`src/rtl/smute_pkg.sv`:
```
package smute_pkg;
  localparam int COEF_W    = 16;
  localparam int COEF_FRAC = 15;
  localparam int ATT_MAX   = 104;
  localparam int ATT_W     = $clog2(ATT_MAX + 1);
  // round(2^16 * 10^(-1/20))
  localparam int STEP_NUM  = 58409;

  typedef logic [ATT_W-1:0]  att_t;
  typedef logic [COEF_W-1:0] coef_t;
  typedef coef_t coef_tab_t [ATT_MAX+1];
  typedef enum logic {RAMP_UP = 1'b0, RAMP_DN = 1'b1} ramp_dir_e;

  function automatic coef_tab_t build_coef();
    coef_tab_t  t;
    logic [31:0] g;
    g = 32'd1 << COEF_FRAC;
    for (int i = 0; i < ATT_MAX; i++) begin
      t[i] = g[COEF_W-1:0];
      g    = (g * 32'(STEP_NUM) + 32'd32768) >> 16;
    end
    t[ATT_MAX] = '0;
    return t;
  endfunction
endpackage

```
`src/rtl/smute_ramp.sv`:
```
module smute_ramp
  import smute_pkg::*;
(
  input  logic clk_i,
  input  logic rst_ni,
  input  logic stb_i,
  input  logic mute_i,
  output att_t att_o
);
  ramp_dir_e dir;
  att_t      att_q;

  assign dir = mute_i ? RAMP_DN : RAMP_UP;

  always_ff @(posedge clk_i or negedge rst_ni) begin
    if (!rst_ni) begin
      att_q <= '0;
    end else if (stb_i) begin
      if (dir == RAMP_DN && att_q != att_t'(ATT_MAX)) att_q <= att_q + 1'b1;
      else if (dir == RAMP_UP && att_q != '0)        att_q <= att_q - 1'b1;
    end
  end

  assign att_o = att_q;
endmodule

```
`src/rtl/smute_gain.sv`:
```
module smute_gain
  import smute_pkg::*;
#(
  parameter int DW = 24
) (
  input  logic                 clk_i,
  input  logic                 rst_ni,
  input  logic                 stb_i,
  input  att_t                 att_i,
  input  logic signed [DW-1:0] smp_i,
  output logic signed [DW-1:0] smp_o
);
  localparam int PW = DW + COEF_W + 1;
  localparam coef_tab_t COEF_TAB = build_coef();

  coef_t                 coef;
  logic signed [PW-1:0]  prod;
  logic signed [DW-1:0]  scaled;
  logic signed [DW-1:0]  out_q;

  assign coef   = COEF_TAB[att_i];
  assign prod   = PW'(smp_i) * PW'($signed({1'b0, coef}));
  assign scaled = DW'(prod >>> COEF_FRAC);

  always_ff @(posedge clk_i or negedge rst_ni) begin
    if (!rst_ni)    out_q <= '0;
    else if (stb_i) out_q <= scaled;
  end

  assign smp_o = out_q;
endmodule

```
`src/rtl/smute_zero_det.sv`:
```
module smute_zero_det #(
  parameter int DW  = 24,
  parameter int RUN = 1024
) (
  input  logic          clk_i,
  input  logic          rst_ni,
  input  logic          stb_i,
  input  logic [DW-1:0] l_i,
  input  logic [DW-1:0] r_i,
  output logic          hit_o
);
  localparam int CW = $clog2(RUN + 1);
  logic [CW-1:0] cnt_q;

  always_ff @(posedge clk_i or negedge rst_ni) begin
    if (!rst_ni) begin
      cnt_q <= '0;
    end else if (stb_i) begin
      if (l_i == '0 && r_i == '0) begin
        if (cnt_q != CW'(RUN)) cnt_q <= cnt_q + 1'b1;
      end else begin
        cnt_q <= '0;
      end
    end
  end

  assign hit_o = (cnt_q == CW'(RUN));
endmodule

```
`src/rtl/smute_uv_det.sv`:
```
module smute_uv_det #(
  parameter int SLOW_CYC = 1500000
) (
  input  logic clk_i,
  input  logic rst_ni,
  input  logic uv_hi_i,
  input  logic uv_lo_i,
  output logic mode_o,
  output logic force_o
);
  localparam int CW = $clog2(SLOW_CYC + 1);
  logic [CW-1:0] cnt_q;
  logic          force_q;

  always_ff @(posedge clk_i or negedge rst_ni) begin
    if (!rst_ni)                      cnt_q <= '0;
    else if (!uv_hi_i)                cnt_q <= '0;
    else if (cnt_q != CW'(SLOW_CYC))  cnt_q <= cnt_q + 1'b1;
  end

  assign mode_o = (cnt_q == CW'(SLOW_CYC));

  // slow fall qualified: low threshold forces analog mute until recovery
  always_ff @(posedge clk_i or negedge rst_ni) begin
    if (!rst_ni)                force_q <= 1'b0;
    else if (!uv_hi_i)          force_q <= 1'b0;
    else if (mode_o && uv_lo_i) force_q <= 1'b1;
  end

  assign force_o = force_q;
endmodule

```
`src/rtl/smute_ctrl.sv`:
```
module smute_ctrl
  import smute_pkg::*;
#(
  parameter int DW       = 24,
  parameter int ZERO_RUN = 1024,
  parameter int SLOW_CYC = 1500000
) (
  input  logic          clk_i,
  input  logic          rst_ni,
  input  logic          smp_stb_i,
  input  logic [DW-1:0] smp_l_i,
  input  logic [DW-1:0] smp_r_i,
  input  logic          play_i,
  input  logic          fault_i,
  input  logic          uv_hi_i,
  input  logic          uv_lo_i,
  output logic [DW-1:0] smp_l_o,
  output logic [DW-1:0] smp_r_o,
  output logic          amute_o
);
  localparam int NCH = 2;

  logic signed [DW-1:0] raw    [NCH];
  logic signed [DW-1:0] held_q [NCH];
  logic signed [DW-1:0] eff    [NCH];
  logic signed [DW-1:0] outs   [NCH];
  logic                 mute_cause;
  logic                 zero_mute;
  logic                 uv_mode;
  logic                 uv_force;
  att_t                 att_q;

  assign raw[0] = $signed(smp_l_i);
  assign raw[1] = $signed(smp_r_i);

  assign mute_cause = !play_i || fault_i || uv_hi_i || uv_lo_i;

  for (genvar c = 0; c < NCH; c++) begin : g_ch
    always_ff @(posedge clk_i or negedge rst_ni) begin
      if (!rst_ni)                     held_q[c] <= '0;
      else if (smp_stb_i && !fault_i)  held_q[c] <= raw[c];
    end

    assign eff[c] = fault_i ? held_q[c] : raw[c];

    smute_gain #(.DW(DW)) i_gain (
      .clk_i  (clk_i),
      .rst_ni (rst_ni),
      .stb_i  (smp_stb_i),
      .att_i  (att_q),
      .smp_i  (eff[c]),
      .smp_o  (outs[c])
    );
  end

  smute_ramp i_ramp (
    .clk_i  (clk_i),
    .rst_ni (rst_ni),
    .stb_i  (smp_stb_i),
    .mute_i (mute_cause),
    .att_o  (att_q)
  );

  smute_zero_det #(.DW(DW), .RUN(ZERO_RUN)) i_zero (
    .clk_i  (clk_i),
    .rst_ni (rst_ni),
    .stb_i  (smp_stb_i),
    .l_i    (eff[0]),
    .r_i    (eff[1]),
    .hit_o  (zero_mute)
  );

  smute_uv_det #(.SLOW_CYC(SLOW_CYC)) i_uv (
    .clk_i   (clk_i),
    .rst_ni  (rst_ni),
    .uv_hi_i (uv_hi_i),
    .uv_lo_i (uv_lo_i),
    .mode_o  (uv_mode),
    .force_o (uv_force)
  );

  assign smp_l_o = outs[0];
  assign smp_r_o = outs[1];
  assign amute_o = zero_mute || uv_force || (att_q == att_t'(ATT_MAX));
endmodule

```
`config.mk`:
```
export PLATFORM = sky130hd
export DESIGN_NAME = smute_ctrl
export DESIGN_NICKNAME = d
export VERILOG_FILES = /design/src/rtl/smute_pkg.sv /design/src/rtl/smute_ramp.sv /design/src/rtl/smute_gain.sv /design/src/rtl/smute_zero_det.sv /design/src/rtl/smute_uv_det.sv /design/src/rtl/smute_ctrl.sv
export SDC_FILE = /design/constraint.sdc
export NUM_CORES = 2
export LEC_CHECK = 0
export BUFFER_PORTS_ARGS = -buffer_cell sky130_fd_sc_hd__buf_2
export CAP_MARGIN = 15
export CORE_ASPECT_RATIO = 1.25
export CORE_UTILIZATION = 45
export DETAILED_ROUTE_END_ITERATION = 10
export PLACE_DENSITY = 0.61
export SYNTH_ARGS = -nofsm -noshare
export SYNTH_HDL_FRONTEND = slang
export SYNTH_SLANG_ARGS = --single-unit
```
`constraint.sdc`:
```
create_clock -name clk_i -period 7.27 [get_ports clk_i]
set_clock_uncertainty 0.2 [all_clocks]
set_input_delay 1.454 -clock clk_i [delete_from_list [all_inputs] [get_ports clk_i]]
set_output_delay 1.454 -clock clk_i [all_outputs]
set_load 0.005 [all_outputs]
```
==> results.md <==
Status:
- The run finished, with violations left.
- The final reports fail on negative setup slack.

Global routing:
- The number of global-route vias before repair was 29,700.
- The number of antenna violations at the first check in global routing came to 15.
- Global routing used between 40% and 50% of the available met2 tracks.
- For this run, the total global-route usage over all layers was measured as about 28%.
- Global routing consumed, on the met3 layer, between 4 and 5% of the routing resources.
- The most used routing layer is met2.
- The global routing usage on met1 is roughly a third.
- The first global-routing pass estimated between 150,000 and 200,000 um of wire.
- Entering global routing, the biggest net connects 53 pins.
- Global routing finished with a remaining overflow of 0.

Synthesis:
- The number of enable-type register cells in the synthesized netlist is 0.
- The average cell area after synthesis is slightly above 9 um2.
- The number of distinct library cells after synthesis is 83.
- The synthesized design contains around 140 register bits.
- The share of async-settable or async-resettable flops after synthesis is 100%.
- The sequential area share after synthesis is 10.2%.
- The leading register cell type out of synthesis is dfrtp_1.
- In the post-synthesis netlist, the biggest area contributors are fa_1 (43%), dfrtp_1 (10%), inv_1 (8.9%).
- The area share of the largest cell type after synthesis is a little over two fifths.
- During synthesis, Yosys emitted a total of 0 warnings.
- The number of nets produced by synthesis is 4,644.
- The number of instances in the synthesized netlist is ~3,700.
- The library cell with the largest summed area after synthesis is fa_1.
- The area of the mapped netlist is ~33,000 um2.

Hold path:
- The worst hold-check path type is flop to flop.

STA:
- The minimum period implied by the final worst setup slack is 7.81 ns.
- The highest achievable clock rate is 0.128 GHz.
- The final count of hold timing violations came to 0.
- Once routing completed, OpenROAD measured the worst setup slack at -0.537 ns.
- The number of setup violations in the final report is 43.
- The remaining max-slew budget at the tightest pin is a little under a third.
- The max-slew violation count came to 0.
- Setup repair after global routing could not meet its margin everywhere.
- For the pin with the worst max-slew slack, the measured transition is 1.02 ns.
- The share of the clock period used by the worst path is 107%.
- The setup TNS after final layout is -15.06 ns.

Detailed routing:
- Wires add up to slightly above 100,000 um.
- The first-pass detailed-route iteration total is 6.
- The total DRC errors in the routed layout is 0.
- The detailed-route vias per instance is 5.24.
- For this block, the initial DRC count from the detailed router was between 1,500 and 2,000.
- The number of vias in the routed layout is around 28,000.
- In this run the remaining antenna-violating nets after routing total 0.
- The routed length per placed instance is between 15 and 20 um.

Critical path:
- The worst-path cell with the longest stage delay is fa_1.
- The largest incremental delay on the critical path is about 0.57 ns.
- STA puts the critical path data required time at ~7.5 ns.
- The start-to-end type of the worst setup path is flop to flop.
- The most frequent cell on the critical path is fa_1.
- The highest net fanout along the worst path is 8.
- The startpoint type of the worst setup path is a flop.
- The worst setup path is captured at a flop.
- Data on the critical path arrives at its endpoint at 8.02 ns.

Cells and area:
- The number of nets in the finished design is around 5,300.
- The layout overhead on the synthesized area is 27.7%.
- In the final layout, the share of cells above drive strength 1 is between 20% and 30%.

Clock tree:
- The clock passes through at most 2 buffers.
- The cell sitting at the root of the clock tree is a clkbuf_16.
- The clock tree from TritonCTS is done.
- The number of buffers inserted for hold repair after clock tree synthesis is 0.
- The clock latency reported for the late side of the worst-skew pair is around 0.51 ns.
- TritonCTS created 17 clock buffers.
- After clock tree synthesis, the clock-pin slew on the worst setup and hold paths is roughly 0.06 ns.
- The H-tree depth reported by CTS is 4.
- The number of clock sinks is between 100 and 150.

Place:
- Detailed placement finished with a half-perimeter wire length of ~80,000 um.
- The global placement routability congestion is about 0.94.
- The count of buffers added on input and output ports is approximately 100.

Job:
- The max-capacitance violation count is 0.

Floorplanning:
- The starting density of the core is 45.6%.
- In this run the vertical extent of the chip is about 300 um.
- The core region is 73,500 um2.
- The initialized floorplan defines 111 standard-cell rows.
- The count of boundary I/O pins is roughly 100.
- Measured along the x axis, the die boundary spans 246 um.
- The die covers approximately 75,000 um2.
==> through the flow <==
step,area (um2),util [%],worst slack (ns),hold slack (ns),instances
floorplan,34200,-,-0.321,0.275,3655
global placement,39800,54.2,-0.741,0.260,5130
detailed placement,39800,54.2,-0.823,0.264,5130
CTS,41600,56.7,-0.460,0.278,5211
global route,42700,58.2,-0.806,0.292,5247
finish,42700,58.2,-0.537,0.273,5250
==> critical path: cells and delay by family, from the launching register on <==
| family | cells | cell delay (ns) |
|---|---|---|
| compound gates | 9 | 1.62 |
| buf+inv | 7 | 0.62 |
| flops | 1 | 0.40 |
| mux | 1 | 0.28 |
| fa+ha+maj | 8 | 3.61 |
| simple gates | 4 | 0.98 |
==> timing repair <==
item / in CTS / in global routing
gates cloned: 8 / 3
setup buffers: 42 / 32
resized for setup: 164 / 178
endpoints found under the hold margin: 0 / 0
setup endpoints to repair: 48 / 48
pin swaps: 93 / 150
==> sequential cells by signal, summed over array words and instances (netlist names) <==
register	flops
i_uv.cnt_q	21
i_uv.force_o	1
g_ch.i_gain.smp_o	48
held_q	48
i_zero.cnt_q	11
i_ramp.att_o	7
==> final timing paths <==
path | to | slack [ns] | start | cells past startpoint
worst min register to register | g_ch[1].i_gain.smp_o[2] | 0.27 | g_ch[1].i_gain.smp_o[2] | 1
min in group asynchronous | g_ch[1].i_gain.smp_o[21] | 0.70 | rst_ni | 1
worst max-delay path | g_ch[0].i_gain.smp_o[22] | -0.54 | i_ramp.att_o[0] | 29
max in group asynchronous | i_ramp.att_o[1] | 4.99 | rst_ni | 2
worst min-delay path | g_ch[1].i_gain.smp_o[2] | 0.27 | g_ch[1].i_gain.smp_o[2] | 1
worst max register to register | g_ch[0].i_gain.smp_o[22] | -0.54 | i_ramp.att_o[0] | 29
==> cells in the mapped netlist, types with 11 or more instances <==
master    count
a211oi_1     12
a21o_1       29
a21oi_1      76
a31oi_1      13
and2_1       43
and3_1       14
buf_2        47
clkbuf_1     77
dfrtp_1     136
fa_1        727
ha_1        207
inv_1       790
mux2_1       19
mux2_2      106
mux2i_1      51
nand2_1     490
nand2b_1     17
nand3_1      28
nand4_1      27
nor2_1      374
nor2b_1      13
nor3_1       42
nor4_1       11
o21ai_0      48
o31ai_1      11
or3_1        18
xnor2_1      63
xor2_1       29
==> cells by family after synthesis <==
group           count (synthesis)  synth area share [%]
fa+ha+maj                     934                  51.2
buf+inv                       933                  10.8
compound gates                280                  5.59
mux                           176                  5.73
flops                         136                  10.2
simple gates                 1104                  14.1
xor+xnor                       92                  2.41
==> per-layer routing <==
layer	up-vias	wire length [um]
li1	12400	-
met1	14000	37500
met2	855	51800
met3	255	6510
met4	22	4900
met5	-	143
==> area by class of cell <==
class	count	area, um2
well taps	960	1200
clock inverters	12	128
diodes	4	10.0
flip-flops and latches	136	3410
multi-input cells	2586	28300
repair buffers	742	6260
fillers	6413	30700
clock buffers	20	447
inverters	790	2980
==> placed cells by master (no fill, tap or decap), types with 28 or more instances in the layout <==
cell type,netlist,layout
inv_1,790,757
inv_2,0,28
nor3_1,42,32
ha_1,207,168
mux2_2,106,88
fa_2,0,37
nand2_2,1,28
and2_1,43,37
buf_2,47,101
a21oi_1,76,44
xnor2_1,63,60
ha_4,0,35
mux2_4,0,32
o21ai_0,48,30
buf_12,0,44
dfrtp_1,136,131
buf_6,4,38
a21o_1,29,29
nor2_1,374,353
fa_1,727,690
mux2i_1,51,36
buf_4,4,544
nand2_1,490,461
Power is left out: the tool's default activity adds up to more than one toggle a clock period on the data nets, which glitch-free logic cannot reach.
